**config.mk**
```make
export PLATFORM = sky130hd
export DESIGN_NAME = overlay_code_seq
export DESIGN_NICKNAME = d
export VERILOG_FILES = /design/src/rtl/ovl_seq_pkg.sv /design/src/rtl/ovl_code_lane.sv /design/src/rtl/ovl_block_timer.sv /design/src/rtl/overlay_code_seq.sv
export SDC_FILE = /design/constraint.sdc
export NUM_CORES = 1
export LEC_CHECK = 0
export CAP_MARGIN = 15
export CORE_MARGIN = 5
export CORE_UTILIZATION = 45
export CTS_CLUSTER_SIZE = 20
export DETAILED_ROUTE_END_ITERATION = 8
export GPL_TIMING_DRIVEN = 0
export PLACE_DENSITY_LB_ADDON = 0.12
export SETUP_SLACK_MARGIN = 0.2
export SLEW_MARGIN = 20
export SYNTH_ARGS = -nofsm -noshare
export SYNTH_HDL_FRONTEND = slang
export SYNTH_SLANG_ARGS = --single-unit
```
**constraint.sdc**
```tcl
create_clock -name clk -period 2.2 [get_ports clk]
set_input_delay 0.55 -clock clk [delete_from_list [all_inputs] [get_ports clk]]
set_output_delay 0.55 -clock clk [all_outputs]
set_load 0.03 [all_outputs]
```
**src/rtl/ovl_seq_pkg.sv**
```systemverilog
package ovl_seq_pkg;
  typedef enum logic [2:0] {
    SEL_CTRL  = 3'd0,
    SEL_LENS  = 3'd1,
    SEL_CODE0 = 3'd2,
    SEL_CODE1 = 3'd3,
    SEL_FIRST = 3'd4,
    SEL_NEXT  = 3'd5
  } reg_sel_e;

  localparam int CTRL_RELEASE = 0;
  localparam int CTRL_ENABLE  = 1;
  localparam int CTRL_INIT    = 2;
  localparam int NUM_CODES    = 2;
endpackage

```
**src/rtl/ovl_code_lane.sv**
```systemverilog
module ovl_code_lane #(
  parameter int WORD_BITS = 20,
  parameter int ADDR_BITS = 3,
  localparam int NUM_WORDS = 1 << ADDR_BITS,
  localparam int MAX_CHIPS = WORD_BITS * NUM_WORDS,
  localparam int IDX_W     = $clog2(MAX_CHIPS),
  localparam int BIT_W     = $clog2(WORD_BITS)
) (
  input  logic                 clk,
  input  logic                 rst_n,
  input  logic                 wr_word_i,
  input  logic [ADDR_BITS-1:0] wr_addr_i,
  input  logic [WORD_BITS-1:0] wr_data_i,
  input  logic [IDX_W-1:0]     len_m1_i,
  input  logic                 en_i,
  input  logic                 init_i,
  input  logic                 tick_i,
  output logic                 chip_o
);
  logic [WORD_BITS-1:0] mem_q [NUM_WORDS];
  logic [IDX_W-1:0]     idx_q, idx_d;
  logic [ADDR_BITS-1:0] word_q, word_d;
  logic [BIT_W-1:0]     bit_q, bit_d;
  logic                 chip_q, chip_d;
  logic                 advance;
  logic                 at_end;

  assign advance = en_i && tick_i;
  assign at_end  = (idx_q >= len_m1_i);

  always_comb begin
    idx_d  = idx_q;
    word_d = word_q;
    bit_d  = bit_q;
    if (init_i) begin
      idx_d  = '0;
      word_d = '0;
      bit_d  = '0;
    end else if (advance) begin
      if (at_end) begin
        idx_d  = '0;
        word_d = '0;
        bit_d  = '0;
      end else begin
        idx_d = idx_q + IDX_W'(1);
        if (bit_q == BIT_W'(WORD_BITS - 1)) begin
          bit_d  = '0;
          word_d = word_q + ADDR_BITS'(1);
        end else begin
          bit_d = bit_q + BIT_W'(1);
        end
      end
    end
  end

  always_comb begin
    if (!en_i)       chip_d = 1'b0;
    else if (tick_i) chip_d = mem_q[word_q][bit_q];
    else             chip_d = chip_q;
  end

  always_ff @(posedge clk or negedge rst_n) begin
    if (!rst_n) begin
      idx_q  <= '0;
      word_q <= '0;
      bit_q  <= '0;
      chip_q <= 1'b0;
    end else begin
      idx_q  <= idx_d;
      word_q <= word_d;
      bit_q  <= bit_d;
      chip_q <= chip_d;
    end
  end

  always_ff @(posedge clk or negedge rst_n) begin
    if (!rst_n) begin
      for (int w = 0; w < NUM_WORDS; w++) mem_q[w] <= '0;
    end else if (wr_word_i) begin
      mem_q[wr_addr_i] <= wr_data_i;
    end
  end

  assign chip_o = chip_q;

  AST_INIT_ZERO: assert property (@(posedge clk) disable iff (!rst_n)
    init_i |=> (idx_q == '0)) else $error("index not cleared");
  AST_OFF_HOLD: assert property (@(posedge clk) disable iff (!rst_n)
    (!en_i && !init_i) |=> $stable(idx_q)) else $error("index moved while off");
  AST_OFF_CHIP: assert property (@(posedge clk) disable iff (!rst_n)
    !en_i |=> !chip_o) else $error("chip set while off");
  AST_IDX_RANGE: assert property (@(posedge clk) disable iff (!rst_n)
    (advance && !init_i) |=> (idx_q <= $past(len_m1_i))) else $error("index past length");
endmodule

```
**src/rtl/ovl_block_timer.sv**
```systemverilog
module ovl_block_timer #(
  parameter int CNT_BITS = 16
) (
  input  logic                clk,
  input  logic                rst_n,
  input  logic [CNT_BITS-1:0] first_m1_i,
  input  logic [CNT_BITS-1:0] next_m1_i,
  input  logic                en_i,
  input  logic                init_i,
  input  logic                tick_i,
  output logic                done_o
);
  logic [CNT_BITS-1:0] cnt_q, cnt_d;
  logic                done_q, done_d;
  logic                step;

  assign step = en_i && tick_i && !init_i;

  always_comb begin
    cnt_d  = cnt_q;
    done_d = 1'b0;
    if (init_i) begin
      cnt_d = first_m1_i;
    end else if (step) begin
      if (cnt_q == '0) begin
        cnt_d  = next_m1_i;
        done_d = 1'b1;
      end else begin
        cnt_d = cnt_q - CNT_BITS'(1);
      end
    end
  end

  always_ff @(posedge clk or negedge rst_n) begin
    if (!rst_n) begin
      cnt_q  <= '0;
      done_q <= 1'b0;
    end else begin
      cnt_q  <= cnt_d;
      done_q <= done_d;
    end
  end

  assign done_o = done_q;

  AST_DONE_AFTER_TICK: assert property (@(posedge clk) disable iff (!rst_n)
    done_o |-> ($past(tick_i) && $past(en_i))) else $error("done without tick");
  AST_INIT_LOAD: assert property (@(posedge clk) disable iff (!rst_n)
    init_i |=> (cnt_q == $past(first_m1_i))) else $error("first length not loaded");
endmodule

```
**src/rtl/overlay_code_seq.sv**
```systemverilog
module overlay_code_seq
  import ovl_seq_pkg::*;
#(
  parameter int WORD_BITS = 20,
  parameter int ADDR_BITS = 3,
  parameter int LEN_BITS  = 8,
  parameter int CNT_BITS  = 16,
  localparam int DATA_W    = WORD_BITS + ADDR_BITS + 1,
  localparam int STROBE    = WORD_BITS + ADDR_BITS,
  localparam int MAX_CHIPS = WORD_BITS * (1 << ADDR_BITS),
  localparam int IDX_W     = $clog2(MAX_CHIPS)
) (
  input  logic              clk,
  input  logic              rst_n,
  input  logic              cfg_we,
  input  logic [2:0]        cfg_sel,
  input  logic [DATA_W-1:0] cfg_wdata,
  input  logic              period_tick,
  output logic              sample_release,
  output logic              code0_chip,
  output logic              code1_chip,
  output logic              block_done
);
  logic                release_q, release_d;
  logic                enable_q, enable_d;
  logic [IDX_W-1:0]    len_m1_q [NUM_CODES];
  logic [IDX_W-1:0]    len_m1_d [NUM_CODES];
  logic [CNT_BITS-1:0] first_q, first_d, next_q, next_d;
  logic                ctrl_wr, init_pulse;
  logic [NUM_CODES-1:0] chips;

  function automatic logic [IDX_W-1:0] clamp_len(input logic [LEN_BITS-1:0] f);
    if (int'(f) > MAX_CHIPS - 1) return IDX_W'(MAX_CHIPS - 1);
    else                         return IDX_W'(f);
  endfunction

  assign ctrl_wr    = cfg_we && (cfg_sel == SEL_CTRL);
  assign init_pulse = ctrl_wr && cfg_wdata[CTRL_INIT];

  always_comb begin
    release_d = release_q;
    enable_d  = enable_q;
    first_d   = first_q;
    next_d    = next_q;
    for (int g = 0; g < NUM_CODES; g++) len_m1_d[g] = len_m1_q[g];
    if (ctrl_wr) begin
      release_d = cfg_wdata[CTRL_RELEASE];
      enable_d  = cfg_wdata[CTRL_ENABLE];
    end
    if (cfg_we && cfg_sel == SEL_LENS) begin
      for (int g = 0; g < NUM_CODES; g++)
        len_m1_d[g] = clamp_len(cfg_wdata[g*LEN_BITS +: LEN_BITS]);
    end
    if (cfg_we && cfg_sel == SEL_FIRST) first_d = cfg_wdata[CNT_BITS-1:0];
    if (cfg_we && cfg_sel == SEL_NEXT)  next_d  = cfg_wdata[CNT_BITS-1:0];
  end

  always_ff @(posedge clk or negedge rst_n) begin
    if (!rst_n) begin
      release_q <= 1'b0;
      enable_q  <= 1'b0;
      first_q   <= '0;
      next_q    <= '0;
      for (int g = 0; g < NUM_CODES; g++) len_m1_q[g] <= '0;
    end else begin
      release_q <= release_d;
      enable_q  <= enable_d;
      first_q   <= first_d;
      next_q    <= next_d;
      for (int g = 0; g < NUM_CODES; g++) len_m1_q[g] <= len_m1_d[g];
    end
  end

  for (genvar g = 0; g < NUM_CODES; g++) begin : g_lane
    logic prog_we;
    assign prog_we = cfg_we && cfg_wdata[STROBE] &&
                     (cfg_sel == ((g == 0) ? SEL_CODE0 : SEL_CODE1));
    ovl_code_lane #(
      .WORD_BITS (WORD_BITS),
      .ADDR_BITS (ADDR_BITS)
    ) lane_i (
      .clk       (clk),
      .rst_n     (rst_n),
      .wr_word_i (prog_we),
      .wr_addr_i (cfg_wdata[WORD_BITS +: ADDR_BITS]),
      .wr_data_i (cfg_wdata[WORD_BITS-1:0]),
      .len_m1_i  (len_m1_q[g]),
      .en_i      (enable_q),
      .init_i    (init_pulse),
      .tick_i    (period_tick),
      .chip_o    (chips[g])
    );
  end

  ovl_block_timer #(
    .CNT_BITS (CNT_BITS)
  ) timer_i (
    .clk        (clk),
    .rst_n      (rst_n),
    .first_m1_i (first_q),
    .next_m1_i  (next_q),
    .en_i       (enable_q),
    .init_i     (init_pulse),
    .tick_i     (period_tick),
    .done_o     (block_done)
  );

  assign sample_release = release_q;
  assign code0_chip     = chips[0];
  assign code1_chip     = chips[1];

  AST_RELEASE_FOLLOWS: assert property (@(posedge clk) disable iff (!rst_n)
    ctrl_wr |=> (sample_release == $past(cfg_wdata[CTRL_RELEASE]))) else $error("release mismatch");
  AST_LEN_CLAMP: assert property (@(posedge clk) disable iff (!rst_n)
    (cfg_we && cfg_sel == SEL_LENS) |=> (int'(len_m1_q[0]) <= MAX_CHIPS - 1)) else $error("length not clamped");
endmodule

```
==> flow_results.xml, run 1 <==
<?xml version="1.0" encoding="UTF-8"?>
<metrics>
  <group name="status">
    <metric name="run_status" unit="">finished with violations</metric>
    <metric name="violations" unit="">setup timing</metric>
  </group>
  <group name="synth">
    <metric name="number_of_synthesized_flops_with_an_enable_pin" unit="">0</metric>
    <metric name="post_synth_inst_count" unit="">1449</metric>
    <metric name="synth_cell_type_count" unit="">62</metric>
    <metric name="synth.yosys.seq_area_share" unit="%">53.1</metric>
    <metric name="ys_ff_latch" unit="">421</metric>
    <metric name="mappedNetlistNets" unit="">1504</metric>
    <metric name="synthesis.yosys.warnings" unit="">0</metric>
    <metric name="async_reset_ff_share" unit="%">100</metric>
    <metric name="post_synthesis_cell_area" unit="sq um">19800</metric>
    <metric name="avgSynthCellArea" unit="sq um">13.7</metric>
    <metric name="ys_dominant_reg_cell" unit="">dfrtp_1</metric>
  </group>
  <group name="critical_path">
    <metric name="worst_r2r_path_depth" unit="">7</metric>
    <metric name="timing_worst_setup_path_type" unit="">register to register</metric>
    <metric name="critical_path.max_fanout" unit="">10</metric>
    <metric name="regToRegEndpoint" unit="">g_lane[1].lane_i.chip_o</metric>
    <metric name="critical_path.endpoint_type" unit="">register</metric>
    <metric name="critical_path.startpoint" unit="">g_lane[1].lane_i.word_q[0]</metric>
    <metric name="worstPathArrival" unit="ns">2.98</metric>
    <metric name="r2r_setup_slack" unit="ns">-0.33</metric>
    <metric name="worstSetupStartpointType" unit="">register</metric>
    <metric name="worst_ep_required_time" unit="ns">2.65</metric>
    <metric name="rr_startpoint" unit="">g_lane[1].lane_i.word_q[0]</metric>
  </group>
  <group name="grt">
    <metric name="grt_first_pass_wirelength" unit="mm">85.8</metric>
    <metric name="grt.total_usage" unit="%">23.5</metric>
    <metric name="grt_pass1_vias" unit="">13600</metric>
    <metric name="global_route.overflow_total" unit="">0</metric>
    <metric name="antenna_violations_before_repair" unit="">0</metric>
    <metric name="grt_max_degree" unit="">97</metric>
  </group>
  <group name="placement">
    <metric name="place.gp.congestion" unit="">0.853</metric>
    <metric name="detailedPlacementHpwl" unit="mm">36.4</metric>
    <metric name="placed_cells" unit="">2065</metric>
    <metric name="numPortBuffers" unit="">20</metric>
  </group>
  <group name="routing">
    <metric name="routed_wirelength" unit="mm">55.9</metric>
    <metric name="antenna_violating_nets_post_route" unit="">0</metric>
    <metric name="detailroute.via_count" unit="">12900</metric>
    <metric name="drc" unit="">0</metric>
    <metric name="drt_pre_antenna_iters" unit="">5</metric>
    <metric name="initialDrtViolationCount" unit="">828</metric>
    <metric name="route.detailed.vias_per_inst" unit="">5.85</metric>
    <metric name="wl_per_cell" unit="microns">25.3</metric>
  </group>
  <group name="sta">
    <metric name="rsz_0062_raised_after_global_routing" unit="">yes</metric>
    <metric name="finClkSkew" unit="ns">0.0192</metric>
    <metric name="layout_worst_path_cycle_share" unit="%">115</metric>
    <metric name="setup-tns-final" unit="ns">-2.45</metric>
    <metric name="final_period_minus_worst_setup_slack" unit="ns">2.53</metric>
    <metric name="maxSlewViolCount" unit="">0</metric>
    <metric name="final_critical_path_setup_slack" unit="ns">-0.331</metric>
    <metric name="maximum_clock_rate" unit="MHz">395</metric>
    <metric name="finalSetupViolations" unit="">27</metric>
    <metric name="slew-limit-headroom" unit="%">45.5</metric>
    <metric name="report.final.hold_viol_count" unit="">0</metric>
    <metric name="tightest_slew" unit="ns">0.818</metric>
  </group>
  <group name="cells_and_area">
    <metric name="nNetsFinal" unit="">1634</metric>
    <metric name="drive_gt1_share" unit="%">46.3</metric>
    <metric name="fillers" unit="">3697</metric>
    <metric name="stdcell_count" unit="">2205</metric>
    <metric name="area_growth" unit="%">20.9</metric>
  </group>
  <group name="clock_network">
    <metric name="htree_num_levels" unit="">2</metric>
    <metric name="path_clk_slew" unit="ns">0.06</metric>
    <metric name="bufs_on_longest_clock_path" unit="">3</metric>
    <metric name="clock_insertion_delay_worst_skew" unit="ns">0.59</metric>
    <metric name="clkSinkCount" unit="">421</metric>
    <metric name="clock_tree.root_cell" unit="">clkbuf_16</metric>
    <metric name="clock_tree_from_tritoncts" unit="">yes</metric>
    <metric name="cts_made_buffers" unit="">47</metric>
  </group>
  <group name="die">
    <metric name="initial_utilization" unit="%">45.1</metric>
    <metric name="die_area" unit="sq um">48400</metric>
    <metric name="design.portCount" unit="">35</metric>
    <metric name="std_cell_rows" unit="">77</metric>
    <metric name="fp.coreArea" unit="sq um">43900</metric>
    <metric name="die_y" unit="microns">220</metric>
    <metric name="die_w" unit="microns">220</metric>
  </group>
  <group name="worst_hold_path">
    <metric name="hold_wc_path_type" unit="">register to register</metric>
    <metric name="hold_start" unit="">first_q[6]</metric>
    <metric name="hold-path-endpoint" unit="">timer_i.cnt_q[6]</metric>
    <metric name="min_delay_path_depth" unit="">2</metric>
  </group>
  <group name="pwr">
    <metric name="power.ir.vdd_worst" unit="mV">0.601</metric>
    <metric name="finalPower" unit="uW">21300</metric>
    <metric name="power.static_leakage" unit="uW">0.0110</metric>
    <metric name="pwr_cell_area" unit="nW/um^2">887</metric>
  </group>
  <group name="run">
    <metric name="cap_viol_max_count" unit="">0</metric>
  </group>
</metrics>
==> cells in the final DEF, fill, tap and decap left out, types with 7 or more instances in the layout <==
cell / n
a211oi_1: 8
a21o_1: 9
a21oi_1: 21
a21oi_2: 10
a22o_1: 11
buf_1: 7
buf_12: 9
buf_2: 7
buf_4: 35
buf_6: 23
buf_8: 7
clkbuf_1: 58
clkbuf_16: 54
clkbuf_2: 17
clkbuf_4: 18
clkbuf_8: 20
clkdlybuf4s50_1: 8
dfrtp_1: 417
ha_1: 23
inv_1: 31
mux2_2: 356
mux2i_1: 19
mux4_2: 84
nand2_1: 53
nand2_2: 8
nand3_1: 14
nand4_1: 9
nor2_1: 32
nor2_4: 10
nor3_1: 9
o21ai_0: 16
o21ai_1: 14
o21ai_2: 8
o22a_1: 13
o22ai_1: 8
==> critical path, stage by stage (launching register included) <==
cell and delay (ns):
dfrtp_1 0.40, buf_6 0.17, buf_12 0.17, mux4_2 0.51, mux4_2 0.51, mux2i_2 0.20, o22ai_1 0.09, a221o_1 0.32
==> worst max path at each step <==
stage	cells past startpoint	slack (ns)	to
6_report	7	-0.33	g_lane[1].lane_i.chip_o
5_1_grt	7	-0.36	g_lane[1].lane_i.chip_o
4_1_cts	7	-0.31	g_lane[1].lane_i.chip_o
2_1_floorplan	7	0.01	g_lane[1].lane_i.chip_o
3_5_place_dp	6	-1.12	g_lane[1].lane_i.mem_q[136]
3_3_place_gp	1	-18.25	g_lane[1].lane_i.mem_q[1]
==> Yosys cell counts (all sizes together), types with 5 or more instances <==
cell type    n  area share, %
dfrtp      421             53
mux2       357             20
clkbuf      93            1.8
mux4        84            9.5
nand2       61            1.2
nor2        48           0.91
o21ai       41            1.0
inv         33           0.62
a21oi       32           0.81
buf         31           0.78
mux2i       25            1.3
ha          24            1.5
nand3       20           0.50
a211oi      13           0.52
nor3        13           0.33
o22a        13           0.57
o22ai       13           0.41
a22o        11           0.49
a21o         9           0.34
nand4        9           0.28
nand2b       8           0.25
a31oi        7           0.22
and2         7           0.22
and3         6           0.19
nand3b       6           0.23
xor2         6           0.27
nor4         5           0.19
o211ai       5           0.19
==> cell families (layout without fill, tap and decap cells) <==
kind of cell,Yosys count,in the layout,synth area share [%]
simple gates,205,205,5.16
compound gates,168,168,5.63
fa+ha+maj,24,24,1.51
xor+xnor,7,7,0.309
buf+inv,158,321,3.18
other cells,0,1,0
flops,421,421,53.1
mux,466,466,31.1
==> state kept, by name, summed over array words and instances, names as in the netlist <==
name                  cells
first_q                  16
len_m1_q                 16
g_lane.lane_i.word_q      6
g_lane.lane_i.mem_q     320
sample_release            1
next_q                   16
timer_i.cnt_q            16
timer_i.done_o            1
g_lane.lane_i.idx_q      16
g_lane.lane_i.bit_q      10
g_lane.lane_i.chip_o      2
enable_q                  1
==> per-stage QoR <==
stage	util [%]	instance area (sq um)	worst slack [ns]	hold WS, ns
2_1_floorplan	-	20000	0.0127	0.254
3_3_place_gp	47.6	20900	-18.25	0.472
3_5_place_dp	47.9	21000	-1.12	0.476
4_1_cts	53.7	23600	-0.312	0.490
5_1_grt	54.6	24000	-0.363	0.509
6_report	54.6	24000	-0.331	0.490
==> power by group <==
| group | total (uW) | internal, uW | switching, uW |
|---|---|---|---|
| clock | 7750 | 4580 | 3180 |
| sequential | 9390 | 8690 | 702 |
| combinational | 4130 | 1940 | 2180 |
| total | 21300 | 15200 | 6070 |
==> final cells by class <==
type,count,area [sq um],area share [%]
sequential,421,10500,44.0
clock buffer,73,1390,5.81
timing repair buffer,81,927,3.87
clock inverter,9,114,0.475
antenna,1,2.50,0.0104
buffer,124,913,3.81
multi-input combinational,870,9210,38.4
tap,592,741,3.09
inverter,34,129,0.538
==> metal layers <==
metal  up-vias  GRT usage (%)  share of wire [%]  wire length (microns)
met5         -              0                  0                      0
li1       5608              -                  -                      -
met3        78           3.19                4.3                   2390
met4         0           6.07                2.3                   1310
met1      6922           32.8                 44                  24900
met2       290           39.3                 49                  27300
==> what timing repair did <==
item | CTS | global route
pin swaps | 33 | 31
cloned | 9 | 1
hold endpoints to repair | 64 | 0
buffers inserted | 35 | 11
gates resized for setup | 213 | 86
hold buffers | 1 | 0
endpoints found under the setup margin | 417 | 327
No activity file was read; power rests on OpenSTA's default activity.
==> run 2: changes to the inputs <==
--- a/config.mk
+++ b/config.mk
@@ -7,9 +7,10 @@
 export LEC_CHECK = 0
 export CAP_MARGIN = 15
 export CORE_MARGIN = 5
-export CORE_UTILIZATION = 45
+export CORE_UTILIZATION = 51
 export CTS_CLUSTER_SIZE = 20
 export DETAILED_ROUTE_END_ITERATION = 8
+export GPL_ROUTABILITY_DRIVEN = 1
 export GPL_TIMING_DRIVEN = 0
 export PLACE_DENSITY_LB_ADDON = 0.12
 export SETUP_SLACK_MARGIN = 0.2
==> run 2 against run 1 <==
The run ends with hold timing, setup timing left. Cell area decreased by 0.49%. Sequential power about the same. Combinational power increased by 1%. Hold slack got worse by 0.63 ns. Critical endpoint unchanged. Largest power group unchanged.
==> flow_results.xml, run 2 (same netlist as run 1, synthesis figures left out) <==
<?xml version="1.0" encoding="UTF-8"?>
<metrics>
  <group name="status">
    <metric name="run_status" unit="">finished with violations</metric>
    <metric name="violations" unit="">hold timing, setup timing</metric>
  </group>
  <group name="cells_and_area">
    <metric name="area_growth" unit="%">20.3</metric>
    <metric name="nNetsFinal" unit="">1637</metric>
    <metric name="antennaDiodeCount" unit="">0</metric>
    <metric name="drive_gt1_share" unit="%">46.5</metric>
    <metric name="max_flop_register" unit="">g_lane.lane_i.mem_q</metric>
    <metric name="stdcell_count" unit="">2134</metric>
    <metric name="fillers" unit="">3106</metric>
    <metric name="commonest_cells_after_routing_fill_and_taps_aside" unit="">dfrtp_1, mux2_2, mux4_2, clkbuf_1, clkbuf_16</metric>
    <metric name="max_reg_flops" unit="">320</metric>
    <metric name="mostFrequentLayoutCell" unit="">dfrtp_1</metric>
    <metric name="ff_latch_area" unit="sq um">10500</metric>
    <metric name="multi_input_area" unit="sq um">9210</metric>
    <metric name="final_cell_area" unit="sq um">23900</metric>
  </group>
  <group name="critical_path">
    <metric name="cp.buffers_inverters" unit="">3</metric>
    <metric name="worst_r2r_path_depth" unit="">9</metric>
    <metric name="critical_path.endpoint_type" unit="">register</metric>
    <metric name="critical-path-top-cell-by-count" unit="">nor4_1</metric>
    <metric name="rr_startpoint" unit="">g_lane[1].lane_i.word_q[0]</metric>
    <metric name="worstPathArrival" unit="ns">2.95</metric>
    <metric name="cpMaxStageDelayCell" unit="">mux4_2</metric>
    <metric name="timing_worst_setup_path_type" unit="">register to register</metric>
    <metric name="regToRegEndpoint" unit="">g_lane[1].lane_i.chip_o</metric>
    <metric name="critical_path.max_fanout" unit="">10</metric>
    <metric name="r2r_setup_slack" unit="ns">-0.30</metric>
    <metric name="worstSetupStartpointType" unit="">register</metric>
    <metric name="worst_path_max_stage_delay" unit="ns">0.53</metric>
    <metric name="worst_ep_required_time" unit="ns">2.66</metric>
    <metric name="critPathTopFamily" unit="">multiplexers</metric>
    <metric name="crit_path_cell_trace" unit="">buf_6, buf_12, buf_8, mux4_2, mux2i_2, nor2_1, nor4_1, nor4_1, a221o_1</metric>
  </group>
  <group name="clock_network">
    <metric name="clock_insertion_delay_worst_skew" unit="ns">0.58</metric>
    <metric name="bufs_on_longest_clock_path" unit="">3</metric>
    <metric name="clkSinkCount" unit="">421</metric>
    <metric name="cts_made_buffers" unit="">45</metric>
    <metric name="clock_tree_from_tritoncts" unit="">yes</metric>
    <metric name="clock_tree.root_cell" unit="">clkbuf_16</metric>
    <metric name="path_clk_slew" unit="ns">0.06</metric>
    <metric name="htree_num_levels" unit="">2</metric>
  </group>
  <group name="placement">
    <metric name="placed_cells" unit="">1991</metric>
    <metric name="dpl_cell_area" unit="sq um">20900</metric>
    <metric name="numPortBuffers" unit="">20</metric>
    <metric name="detailedPlacementHpwl" unit="mm">35.3</metric>
    <metric name="placement.setup.worst_slack" unit="ns">-1.05</metric>
    <metric name="place.gp.congestion" unit="">0.927</metric>
  </group>
  <group name="routing">
    <metric name="wl_per_cell" unit="microns">25.1</metric>
    <metric name="drt_pre_antenna_iters" unit="">5</metric>
    <metric name="drc" unit="">0</metric>
    <metric name="routed_wirelength" unit="mm">53.5</metric>
    <metric name="initialDrtViolationCount" unit="">773</metric>
    <metric name="antenna_violating_nets_post_route" unit="">0</metric>
    <metric name="route.detailed.vias_per_inst" unit="">5.98</metric>
    <metric name="detailroute.via_count" unit="">12800</metric>
  </group>
  <group name="sta">
    <metric name="tightest_slew" unit="ns">0.762</metric>
    <metric name="setup-tns-final" unit="ns">-1.34</metric>
    <metric name="report.final.hold_viol_count" unit="">67</metric>
    <metric name="rsz_0062_raised_after_global_routing" unit="">yes</metric>
    <metric name="maximum_clock_rate" unit="MHz">401</metric>
    <metric name="finalSetupViolations" unit="">21</metric>
    <metric name="final_critical_path_setup_slack" unit="ns">-0.296</metric>
    <metric name="maxSlewViolCount" unit="">0</metric>
    <metric name="layout_worst_path_cycle_share" unit="%">113</metric>
    <metric name="finClkSkew" unit="ns">0.0196</metric>
    <metric name="slew-limit-headroom" unit="%">49.2</metric>
    <metric name="final_period_minus_worst_setup_slack" unit="ns">2.50</metric>
    <metric name="hold_ws" unit="ns">-0.135</metric>
  </group>
  <group name="die">
    <metric name="initial_utilization" unit="%">51.4</metric>
    <metric name="std_cell_rows" unit="">72</metric>
    <metric name="die_y" unit="microns">207</metric>
    <metric name="die_area" unit="sq um">42900</metric>
    <metric name="fp.coreArea" unit="sq um">38600</metric>
    <metric name="design.portCount" unit="">35</metric>
    <metric name="die_w" unit="microns">207</metric>
  </group>
  <group name="pwr">
    <metric name="pwr_cell_area" unit="nW/um^2">876</metric>
    <metric name="power.ir.vdd_worst" unit="mV">0.545</metric>
    <metric name="power.static_leakage" unit="uW">0.0110</metric>
  </group>
  <group name="grt">
    <metric name="antenna_violations_before_repair" unit="">0</metric>
    <metric name="global_route.overflow_total" unit="">0</metric>
    <metric name="grt.total_usage" unit="%">24.7</metric>
    <metric name="grt_pass1_vias" unit="">13300</metric>
    <metric name="grt_max_degree" unit="">98</metric>
    <metric name="grt_first_pass_wirelength" unit="mm">82.5</metric>
  </group>
  <group name="run">
    <metric name="cap_viol_max_count" unit="">0</metric>
  </group>
  <group name="worst_hold_path">
    <metric name="hold_wc_path_type" unit="">primary input to asynchronous set/reset pin</metric>
  </group>
</metrics>
## run 2: routing by layer
| layer | vias to the layer above | GRT usage [%] | part of all wire [%] |
|---|---|---|---|
| li1 | 5619 | - | - |
| met1 | 6812 | 34.9 | 45 |
| met2 | 251 | 41.2 | 50 |
| met3 | 76 | 2.77 | 3.0 |
| met4 | 0 | 6.79 | 2.4 |
| met5 | - | 0 | 0 |
## run 2: how the worst max path moves through the flow
stage,startpoint,end,cells after the start
floorplan,g_lane[1].lane_i.word_q[0],g_lane[1].lane_i.chip_o,7
global placement,rst_n,g_lane[1].lane_i.mem_q[1],1
detailed placement,cfg_we,g_lane[1].lane_i.mem_q[106],8
CTS,g_lane[1].lane_i.word_q[0],g_lane[1].lane_i.chip_o,7
global route,g_lane[1].lane_i.word_q[0],g_lane[1].lane_i.chip_o,7
finish,g_lane[1].lane_i.word_q[0],g_lane[1].lane_i.chip_o,9
## run 2: timing repair
item / in CTS / in global routing
endpoints found under the setup margin: 521 / 358
pin swaps: 31 / 34
endpoints found under the hold margin: 67 / 67
gates cloned: 9 / 3
gates resized for setup: 201 / 82
buffers inserted: 36 / 14
## run 2: power breakdown
group	internal [uW]	switching [uW]	total [uW]	leakage, uW
Combinational	1990	2180	4170	0.00473
Sequential	8690	691	9380	0.00557
Clock	4220	3130	7350	0.000709
## run 2: cell type report
cell class	instances	area share (%)
Sequential cell	421	44.2
Multi-Input combinational cell	870	38.6
Clock inverter	10	0.320
Clock buffer	71	5.68
Timing Repair Buffer	86	4.15
Tap cell	518	2.72
Buffer	124	3.80
Inverter	34	0.540
## run 2: through the flow
step	total power (uW)	hold slack, ns	utilization [%]
finish	20900	-0.135	61.9
floorplan	11700	0.254	-
global placement	12900	0.474	54.0
detailed placement	13000	0.478	54.3
global route	21800	-0.0931	61.9
CTS	20800	-0.0588	60.8
==> run 3: changes to the inputs <==
--- a/config.mk
+++ b/config.mk
@@ -7,8 +7,7 @@
 export LEC_CHECK = 0
 export CAP_MARGIN = 15
 export CORE_MARGIN = 5
-export CORE_UTILIZATION = 51
-export CTS_CLUSTER_SIZE = 20
+export CORE_UTILIZATION = 35
 export DETAILED_ROUTE_END_ITERATION = 8
 export GPL_ROUTABILITY_DRIVEN = 1
 export GPL_TIMING_DRIVEN = 0
==> run 3 against run 2 <==
The flow finishes with violations (setup timing). Routed wire length is 9.3% higher. Cell area up 1.4%. Register-to-register slack hardly changed. Final cell count is 11% higher. Critical path type unchanged.
==> flow_results.xml, run 3 (same netlist as run 1, synthesis figures left out) <==
<?xml version="1.0" encoding="UTF-8"?>
<metrics>
  <group name="status">
    <metric name="run_status" unit="">finished with violations</metric>
    <metric name="violations" unit="">setup timing</metric>
  </group>
  <group name="sta">
    <metric name="slew-limit-headroom" unit="%">38.0</metric>
    <metric name="hold_ws" unit="ns">0.484</metric>
    <metric name="tightest_slew" unit="ns">0.930</metric>
    <metric name="finalSetupViolations" unit="">16</metric>
    <metric name="maximum_clock_rate" unit="MHz">400</metric>
    <metric name="setup-tns-final" unit="ns">-0.954</metric>
    <metric name="finClkSkew" unit="ns">0.0127</metric>
    <metric name="layout_worst_path_cycle_share" unit="%">114</metric>
    <metric name="report.final.hold_viol_count" unit="">0</metric>
    <metric name="final_critical_path_setup_slack" unit="ns">-0.299</metric>
    <metric name="maxSlewViolCount" unit="">0</metric>
    <metric name="rsz_0062_raised_after_global_routing" unit="">yes</metric>
    <metric name="final_period_minus_worst_setup_slack" unit="ns">2.50</metric>
  </group>
  <group name="cells_and_area">
    <metric name="commonest_cells_after_routing_fill_and_taps_aside" unit="">dfrtp_1, mux2_2, mux4_2, clkbuf_16</metric>
    <metric name="area_growth" unit="%">22.0</metric>
    <metric name="drive_gt1_share" unit="%">46.6</metric>
    <metric name="max_reg_flops" unit="">320</metric>
    <metric name="max_flop_register" unit="">g_lane.lane_i.mem_q</metric>
    <metric name="multi_input_area" unit="sq um">9240</metric>
    <metric name="fillers" unit="">5247</metric>
    <metric name="antennaDiodeCount" unit="">0</metric>
    <metric name="layout.core_utilization" unit="%">43.0</metric>
    <metric name="final_cell_area" unit="sq um">24200</metric>
    <metric name="mostFrequentLayoutCell" unit="">dfrtp_1</metric>
    <metric name="nNetsFinal" unit="">1629</metric>
    <metric name="ff_latch_area" unit="sq um">10500</metric>
  </group>
  <group name="clock_network">
    <metric name="clock_insertion_delay_worst_skew" unit="ns">0.59</metric>
    <metric name="clkSinkCount" unit="">421</metric>
    <metric name="bufs_on_longest_clock_path" unit="">3</metric>
    <metric name="htree_num_levels" unit="">2</metric>
    <metric name="clock_tree.root_cell" unit="">clkbuf_16</metric>
    <metric name="path_clk_slew" unit="ns">0.06</metric>
    <metric name="clock_tree_from_tritoncts" unit="">yes</metric>
    <metric name="cts_made_buffers" unit="">49</metric>
  </group>
  <group name="placement">
    <metric name="dpl_cell_area" unit="sq um">21200</metric>
    <metric name="detailedPlacementHpwl" unit="mm">39.2</metric>
    <metric name="place.gp.congestion" unit="">0.818</metric>
    <metric name="numPortBuffers" unit="">20</metric>
  </group>
  <group name="grt">
    <metric name="grt_first_pass_wirelength" unit="mm">88.6</metric>
    <metric name="grt_pass1_vias" unit="">13400</metric>
    <metric name="grt_max_degree" unit="">94</metric>
    <metric name="global_route.overflow_total" unit="">0</metric>
    <metric name="grt.total_usage" unit="%">19.3</metric>
    <metric name="antenna_violations_before_repair" unit="">2</metric>
  </group>
  <group name="die">
    <metric name="die_area" unit="sq um">61500</metric>
    <metric name="die_w" unit="microns">248</metric>
    <metric name="die_y" unit="microns">248</metric>
    <metric name="fp.coreArea" unit="sq um">56300</metric>
    <metric name="std_cell_rows" unit="">87</metric>
    <metric name="design.portCount" unit="">35</metric>
    <metric name="initial_utilization" unit="%">35.2</metric>
  </group>
  <group name="critical_path">
    <metric name="critical_path.max_fanout" unit="">8</metric>
    <metric name="timing_worst_setup_path_type" unit="">register to register</metric>
    <metric name="worstSetupStartpointType" unit="">register</metric>
    <metric name="worst_ep_required_time" unit="ns">2.67</metric>
    <metric name="critical_path.endpoint_type" unit="">register</metric>
    <metric name="worstPathArrival" unit="ns">2.97</metric>
  </group>
  <group name="routing">
    <metric name="initialDrtViolationCount" unit="">756</metric>
    <metric name="drc" unit="">0</metric>
    <metric name="wl_per_cell" unit="microns">24.7</metric>
    <metric name="routed_wirelength" unit="mm">58.4</metric>
    <metric name="routed-wl-met2" unit="mm">28.5</metric>
    <metric name="met1Wirelength" unit="mm">26.2</metric>
    <metric name="detailroute.via_count" unit="">12700</metric>
    <metric name="route.detailed.vias_per_inst" unit="">5.37</metric>
    <metric name="highest_metal_layer_with_signal_wires" unit="">met4</metric>
    <metric name="detailroute.wirelength.met3" unit="mm">2.59</metric>
    <metric name="drt_pre_antenna_iters" unit="">5</metric>
    <metric name="antenna_violating_nets_post_route" unit="">0</metric>
  </group>
  <group name="worst_hold_path">
    <metric name="hold_wc_path_type" unit="">register to register</metric>
  </group>
  <group name="pwr">
    <metric name="power.static_leakage" unit="uW">0.0110</metric>
    <metric name="pwr_cell_area" unit="nW/um^2">892</metric>
    <metric name="power.ir.vdd_worst" unit="mV">0.518</metric>
    <metric name="finalPower" unit="uW">21600</metric>
  </group>
  <group name="run">
    <metric name="cap_viol_max_count" unit="">0</metric>
  </group>
</metrics>
-- run 3: repair_timing --
| action | CTS | global route |
|---|---|---|
| setup buffers | 30 | 13 |
| resized for setup | 203 | 106 |
| endpoints found under the setup margin | 422 | 308 |
| pin swaps | 27 | 22 |
| gates cloned | 6 | 0 |
| endpoints found under the hold margin | 70 | 0 |
| hold buffers | 1 | 0 |
-- run 3: through the flow --
stage               worst slack, ns  std cells
floorplan                    0.0127       1449
global placement             -18.68       2225
detailed placement            -1.26       2229
CTS                          -0.315       2351
global route                 -0.370       2364
finish                       -0.299       2364
-- run 3: power breakdown --
group          switching [uW]  internal [uW]  leakage [uW]  total [uW]
combinational            2230           2000       0.00462        4230
clock                    3220           4750      0.000767        7980
sequential                685           8690       0.00557        9380
total                    6140          15400        0.0110       21600
-- run 3: area by class of cell --
class / count / area share [%]
Sequential cell: 421 / 43.6
Clock inverter: 9 / 0.435
Multi-Input combinational cell: 870 / 38.2
Clock buffer: 76 / 6.03
Buffer: 124 / 3.75
Tap cell: 756 / 3.91
Timing Repair Buffer: 74 / 3.55
Inverter: 34 / 0.533
-- run 3: metal layers --
layer	global-route usage (%)	vias to the layer above
li1	-	5616
met3	3.39	77
met2	32.2	248
met4	4.34	0
met1	26.6	6760
met5	0	-
-- run 3: worst paths after layout --
path                                             from  cells past startpoint  slack [ns]                     endpoint
max                        g_lane[1].lane_i.word_q[0]                      7       -0.30      g_lane[1].lane_i.chip_o
min                                       first_q[15]                      1        0.48            timer_i.cnt_q[15]
max reg2reg                g_lane[1].lane_i.word_q[0]                      7       -0.30      g_lane[1].lane_i.chip_o
min reg2reg                               first_q[15]                      1        0.48            timer_i.cnt_q[15]
max in group asynchronous                       rst_n                      4        0.45  g_lane[1].lane_i.mem_q[137]
min in group asynchronous                       rst_n                      2        0.50    g_lane[1].lane_i.idx_q[1]
-- run 3: worst max-delay path, stage by stage (launching register included) --
cell	delay (ns)
dfrtp_1	0.38
buf_6	0.16
buf_12	0.17
mux4_2	0.52
mux4_2	0.53
mux2i_2	0.20
o22ai_1	0.09
a221o_1	0.31
